[src/rtl/lcdf_pkg.sv]
package lcdf_pkg;

    // number of common lines the 2-bit duty field can address
    localparam int unsigned NCOM = 4;

    // drive-level codes, fraction of supply in thirds
    typedef enum logic [1:0] {
        LV_GND   = 2'd0,
        LV_THIRD = 2'd1,
        LV_TWO3  = 2'd2,
        LV_FULL  = 2'd3
    } lvl_e;

endpackage

[src/rtl/lcdf_prescaler.sv]
module lcdf_prescaler #(
    parameter int unsigned PRE_W = 8
) (
    input  logic             clk,
    input  logic             rst_n,
    input  logic             run,
    input  logic [PRE_W-1:0] limit,
    output logic             tick,
    output logic             phase0
);

    typedef struct packed {
        logic [PRE_W-1:0] cnt;
    } pre_st_t;

    pre_st_t st_d, st_q;

    always_comb begin
        st_d   = st_q;
        tick   = run && (st_q.cnt >= limit);
        phase0 = (st_q.cnt == '0);
        if (!run || tick) begin
            st_d.cnt = '0;
        end else begin
            st_d.cnt = st_q.cnt + 1'b1;
        end
    end

    always_ff @(posedge clk or negedge rst_n) begin
        if (!rst_n) begin
            st_q <= '0;
        end else begin
            st_q <= st_d;
        end
    end

    // each tick starts a fresh divider period
    a_r2_wrap_after_tick: assert property (@(posedge clk) disable iff (!rst_n)
        tick |=> phase0);

    // an idle divider stays at its start
    a_r8_idle_divider: assert property (@(posedge clk) disable iff (!rst_n)
        !run |=> phase0);

endmodule

[src/rtl/lcdf_sequencer.sv]
module lcdf_sequencer #(
    parameter int unsigned TICKS_PER_COM = 4
) (
    input  logic       clk,
    input  logic       rst_n,
    input  logic       run,
    input  logic       tick,
    input  logic       phase0,
    input  logic [1:0] duty_sel,
    output logic [1:0] com_idx,
    output logic [1:0] duty_act,
    output logic       second_half,
    output logic       frame_start,
    output logic       irq_set,
    output logic       fetch_active
);

    localparam int unsigned TW   = (TICKS_PER_COM > 1) ? $clog2(TICKS_PER_COM) : 1;
    localparam int unsigned HALF = TICKS_PER_COM / 2;
    localparam logic [TW-1:0] TK_LAST = TW'(TICKS_PER_COM - 1);
    localparam logic [TW-1:0] TK_HALF = TW'(HALF);

    typedef struct packed {
        logic [1:0]    com;
        logic [TW-1:0] tk;
        logic [1:0]    duty;
    } seq_st_t;

    seq_st_t st_d, st_q;
    logic    at_last_com;
    logic    in_first_edge;
    logic    in_last_edge;

    always_comb begin
        st_d        = st_q;
        at_last_com = (st_q.com == st_q.duty);
        if (!run) begin
            st_d.com  = '0;
            st_d.tk   = '0;
            st_d.duty = duty_sel;
        end else if (tick) begin
            if (st_q.tk == TK_LAST) begin
                st_d.tk = '0;
                if (at_last_com) begin
                    st_d.com  = '0;
                    st_d.duty = duty_sel;
                end else begin
                    st_d.com = st_q.com + 2'd1;
                end
            end else begin
                st_d.tk = st_q.tk + 1'b1;
            end
        end
    end

    always_ff @(posedge clk or negedge rst_n) begin
        if (!rst_n) begin
            st_q <= '{com: 2'd0, tk: '0, duty: 2'd3};
        end else begin
            st_q <= st_d;
        end
    end

    always_comb begin
        second_half   = (st_q.tk >= TK_HALF);
        in_first_edge = (st_q.com == 2'd0) && !second_half;
        in_last_edge  = (st_q.com == st_q.duty) && second_half;
        com_idx       = st_q.com;
        duty_act      = st_q.duty;
        frame_start   = run && phase0 && (st_q.com == 2'd0) && (st_q.tk == '0);
        irq_set       = run && phase0 && (st_q.com == st_q.duty) && (st_q.tk == TK_HALF);
        fetch_active  = run && !(in_first_edge || in_last_edge);
    end

    // the common index never leaves the active duty range
    a_r1_com_in_range: assert property (@(posedge clk) disable iff (!rst_n)
        run |-> (st_q.com <= st_q.duty));

    // the active duty only ever changes as a frame begins
    a_r7_duty_at_boundary: assert property (@(posedge clk) disable iff (!rst_n)
        (run && $past(run) && !$stable(st_q.duty)) |-> (st_q.com == 2'd0 && st_q.tk == '0));

endmodule

[src/rtl/lcdf_level_gen.sv]
module lcdf_level_gen
    import lcdf_pkg::*;
(
    input  logic            clk,
    input  logic            rst_n,
    input  logic            run,
    input  logic [1:0]      com_idx,
    input  logic [1:0]      duty_act,
    input  logic            second_half,
    output logic [2*NCOM-1:0] com_level
);

    logic [NCOM-1:0] at_full;

    for (genvar k = 0; k < NCOM; k++) begin : g_com
        lvl_e code;
        always_comb begin
            if (!run || (2'(k) > duty_act)) begin
                code = LV_GND;
            end else if (2'(k) == com_idx) begin
                code = second_half ? LV_GND : LV_FULL;
            end else begin
                code = second_half ? LV_TWO3 : LV_THIRD;
            end
        end
        assign com_level[2*k +: 2] = code;
        assign at_full[k]          = (com_level[2*k +: 2] == LV_FULL);
    end

    // exactly one common is driven to full supply in a first half-period
    a_r3_one_selected: assert property (@(posedge clk) disable iff (!rst_n)
        (run && !second_half) |-> ($countones(at_full) == 1));

endmodule

[src/rtl/lcdf_irq_flag.sv]
module lcdf_irq_flag (
    input  logic clk,
    input  logic rst_n,
    input  logic set,
    input  logic clr,
    output logic flag
);

    typedef struct packed {
        logic flag;
    } irq_st_t;

    irq_st_t st_d, st_q;

    always_comb begin
        st_d      = st_q;
        st_d.flag = set || (st_q.flag && !clr);
        flag      = st_q.flag;
    end

    always_ff @(posedge clk or negedge rst_n) begin
        if (!rst_n) begin
            st_q <= '0;
        end else begin
            st_q <= st_d;
        end
    end

    // set dominates a simultaneous clear
    a_r6_set_wins: assert property (@(posedge clk) disable iff (!rst_n)
        set |=> flag);

    // a lone clear drops the flag
    a_r6_clear_drops: assert property (@(posedge clk) disable iff (!rst_n)
        (clr && !set) |=> !flag);

    // without a clear the flag holds
    a_r6_sticky: assert property (@(posedge clk) disable iff (!rst_n)
        (flag && !clr) |=> flag);

endmodule

[src/rtl/lcd_frame_timer.sv]
module lcd_frame_timer
    import lcdf_pkg::*;
#(
    parameter int unsigned PRE_W         = 8,
    parameter int unsigned TICKS_PER_COM = 4
) (
    input  logic               clk,
    input  logic               rst_n,
    input  logic               run_en,
    input  logic [1:0]         duty_sel,
    input  logic [PRE_W-1:0]   prescale,
    input  logic               irq_clr,
    output logic               frame_start,
    output logic [2*NCOM-1:0]  com_level,
    output logic               fetch_active,
    output logic               write_ok,
    output logic               irq_flag
);

    logic       tick;
    logic       phase0;
    logic [1:0] com_idx;
    logic [1:0] duty_act;
    logic       second_half;
    logic       irq_set;

    lcdf_prescaler #(.PRE_W(PRE_W)) u_pre (
        .clk    (clk),
        .rst_n  (rst_n),
        .run    (run_en),
        .limit  (prescale),
        .tick   (tick),
        .phase0 (phase0)
    );

    lcdf_sequencer #(.TICKS_PER_COM(TICKS_PER_COM)) u_seq (
        .clk          (clk),
        .rst_n        (rst_n),
        .run          (run_en),
        .tick         (tick),
        .phase0       (phase0),
        .duty_sel     (duty_sel),
        .com_idx      (com_idx),
        .duty_act     (duty_act),
        .second_half  (second_half),
        .frame_start  (frame_start),
        .irq_set      (irq_set),
        .fetch_active (fetch_active)
    );

    lcdf_level_gen u_lvl (
        .clk         (clk),
        .rst_n       (rst_n),
        .run         (run_en),
        .com_idx     (com_idx),
        .duty_act    (duty_act),
        .second_half (second_half),
        .com_level   (com_level)
    );

    lcdf_irq_flag u_irq (
        .clk   (clk),
        .rst_n (rst_n),
        .set   (irq_set),
        .clr   (irq_clr),
        .flag  (irq_flag)
    );

    assign write_ok = !fetch_active;

    // the end of the read window sets the flag on the next clock
    a_r4_flag_after_fetch: assert property (@(posedge clk) disable iff (!rst_n)
        (run_en && $fell(fetch_active)) |=> irq_flag);

    // idle outputs while disabled
    a_r8_idle_outputs: assert property (@(posedge clk) disable iff (!rst_n)
        !run_en |-> (write_ok && !fetch_active && !frame_start && com_level == '0));

endmodule

[config.mk]
export PLATFORM = sky130hd
export DESIGN_NAME = lcd_frame_timer
export DESIGN_NICKNAME = d
export VERILOG_FILES = /design/src/rtl/lcdf_pkg.sv /design/src/rtl/lcdf_prescaler.sv /design/src/rtl/lcdf_sequencer.sv /design/src/rtl/lcdf_level_gen.sv /design/src/rtl/lcdf_irq_flag.sv /design/src/rtl/lcd_frame_timer.sv
export SDC_FILE = /design/constraint.sdc
export NUM_CORES = 1
export LEC_CHECK = 0
export ABC_AREA = 1
export CORE_MARGIN = 2
export CORE_UTILIZATION = 50
export DETAILED_ROUTE_END_ITERATION = 7
export PLACE_DENSITY = 0.79
export SLEW_MARGIN = 0
export SYNTH_ARGS = -nofsm -noshare
export SYNTH_HDL_FRONTEND = slang
export SYNTH_SLANG_ARGS = --single-unit
[constraint.sdc]
create_clock -name clk -period 2.45 [get_ports clk]
set_clock_uncertainty 0.2 [all_clocks]
set_input_delay 0.49 -clock clk [delete_from_list [all_inputs] [get_ports clk]]
set_output_delay 0.49 -clock clk [all_outputs]
set_load 0.02 [all_outputs]
==> flow_summary.toml <==
[outcome]
run_status = "complete, no violations"

[worst_setup_path]
rr_worst_depth = 10
crit_cells = 9
crit_top_cell = "nand2_1"
max_stage_delay_ps = 570
crit_buf_inv = 3
crit_arrival_ps = 1650
path_class = "reg -> out"
cp_slowest_cell = "dfstp_2"
crit_path_cell_trace = "inv_1 -> nand2_1 -> nand2_1 -> nand2_1 -> nand2_1 -> o21ai_1 -> nand2_1 -> inv_1 -> clkdlybuf4s15_2"
crit_family = "flip-flops"
end_kind = "output port"
rr_startpoint = "u_pre.st_q[2]"
start_kind = "flip-flop"
r2r_end = "u_seq.com_idx[1]"
path_max_fanout = 4
crit_required_ps = 1760
rrSetupSlack_ps = 600

[layout]
area_delta_synth_final_pct = 30.1
multi_input_area_sq_um = 677
final_nets = 239
drive_above_1_share_pct = 16.4
num_antenna_cells = 0
final_util_pct = 69.0
seqCellArea_sq_um = 378
nFillCells = 196

[drt]
drt_wl_total_microns = 2440
ant_nets = 0
drcViolationCount = 0
viasPerCell = 4.78
initialDrtViolationCount = 7
via_count = 1123
avgRoutedWirePerCell_microns = 10.4
firstDrtPassIters = 4

[die]
ios = 26
die_x_microns = 52.7
initial_utilization_pct = 53.1
num_rows = 17
coreArea_sq_mm = 0.00223
die_h_microns = 52.7
die_area_sq_mm = 0.00278

[hold_path]
hp-class = "reg -> reg"
hold_start = "u_seq.duty_act[0]"
holdPathStages = 2
hold_end = "u_seq.duty_act[0]"

[power]
p_per_area_mw_per_mm2 = 537
ir_drop_v = 0.000573
totalPowerFinal_uw = 827
leakagePower_uw = 0.000887

[timing]
relSlewSlack_pct = 56.3
hold_viol_final = 0
finalCritPeriodShare_pct = 95.6
grt_setup_unrepaired = "yes"
hold-worst-slack_ps = 301
setup_slack_ps = 107
slew_violations = 0
fmax_mhz = 427
fin_crit_ps = 2340
tightest_slew_ps = 653
finalSetupViolations = 0

[clock_tree]
cts_tree = "built"
numCtsBuffers = 3
ctsHoldBuffers = 0
cts_max_level = 1
worstSkewPairLatency_ps = 280
cts_buffer_depth = 2
clk_pin_slew_worst_paths_ps = 90
cts_root_buf = "clkbuf_4"
cts_sinks = 15
cts_setup_buffers = 0

[synth]
synthCells = 169
syn_area_sq_mm = 0.00118
ys_ff_latch = 15
avgSynthCellArea_sq_um = 7.01
yosysTopAreaCell = "dfrtp_1"
synth_fp_nets = 200
synth_cell_types = 18
synth_edf_count = 0
synth_area_leaders = "dfrtp_1 27%, ha_1 18%, nand2_1 15%"
synth_warnings = 0
synth.top_cell.area_share_pct = 27.5
ys.flop_type = "dfrtp_1"
ys_async_sr_fraction_pct = 100
synth_seq_area_share_pct = 31.9

[place]
dp_slack_ps = -321
place_congestion = 0.841
place_hpwl_microns = 2020
numPortBuffers = 25

[global_routing]
grt_max_degree = 16
gr-usage-all-layers_pct = 20.1
antenna_found_initial = 0
first_global_vias = 1069
overflow = 0
grt_pass1_wl_microns = 4260

[run]
drv_cap = 0
per-stage QoR:
| step | setup TNS, ps | std cells | instance area, sq um |
|---|---|---|---|
| 5_1_grt | -30.8 | 235 | 1540 |
| 3_3_place_gp | -2330 | 231 | 1530 |
| 3_5_place_dp | -2600 | 231 | 1530 |
| 2_1_floorplan | 0 | 169 | 1180 |
| 6_report | 0 | 235 | 1540 |
| 4_1_cts | 0 | 235 | 1560 |
routing by layer:
metal	GRT usage, %	up-vias	wire [microns]
li1	-	589	-
met1	24.7	503	1090
met2	36.7	29	1210
met5	0	-	0
met4	3.85	0	9
met3	3.43	2	125
cell usage after synthesis (all sizes together) (2+ instances only):
cell,n
nand2,47
ha,17
dfrtp,13
nor3,4
a21oi,4
xor2,4
nor2,28
o21ai,3
nand3,11
dfstp,2
inv,33
tightest hold or removal path: cells and delay by family, from the launching register on:
kind,cells,cell delay [ps]
DFF,1,400
and+or+nand+nor,2,110
logic make-up (layout without fill, tap and decap cells):
logic type      Yosys count  in the layout  synth area share (%)
compound gates            8              8                  3.48
flops                    15             15                  31.9
simple gates             90             90                  31.6
buf+inv                  34             72                  11.4
fa+ha+maj                17             17                  18.0
xor+xnor                  5              5                  3.70
timing repair:
action	CTS	global route
pin swaps	0	1
hold endpoints to repair	0	0
endpoints found under the setup margin	11	11
resized for setup	25	14
cell type report:
class	instances	area share [%]
well taps	28	2.27
inverters	33	8.04
clock buffers	3	1.46
clock inverters	1	0.325
multi-input cells	120	43.9
repair buffers	35	19.5
flip-flops and latches	15	24.5
registers in the layout, summed over array words and instances (netlist names):
register / count
u_pre.st_q: 8
u_seq.com_idx: 2
u_irq.flag: 1
u_seq.duty_act: 2
u_seq.st_q: 2
placed cells by master (no fill, tap or decap), types with 3 or more instances in the layout:
| cell type | n |
|---|---|
| ha_1 | 17 |
| inv_1 | 30 |
| nand2_1 | 46 |
| xor2_1 | 4 |
| inv_2 | 3 |
| nor2_2 | 4 |
| dfrtp_1 | 13 |
| clkbuf_4 | 3 |
| clkbuf_2 | 3 |
| buf_4 | 11 |
| nor2_1 | 24 |
| nand3_1 | 11 |
| a21oi_1 | 4 |
| clkdlybuf4s50_1 | 13 |
power by group:
group	total [uW]	internal, uW	switching [uW]
clock network	139	60.7	78.8
logic	384	169	215
registers	304	275	29.0
total	827	505	323
worst max path at each step:
| stage | from | endpoint |
|---|---|---|
| after global routing | u_seq.st_q[2] | fetch_active |
| after floorplan | u_seq.st_q[2] | fetch_active |
| final | u_seq.duty_act[0] | fetch_active |
| after detailed placement | run_en | frame_start |
| after global placement | run_en | frame_start |
| after CTS | u_seq.st_q[2] | fetch_active |
Power figures use the tool's default switching activity.
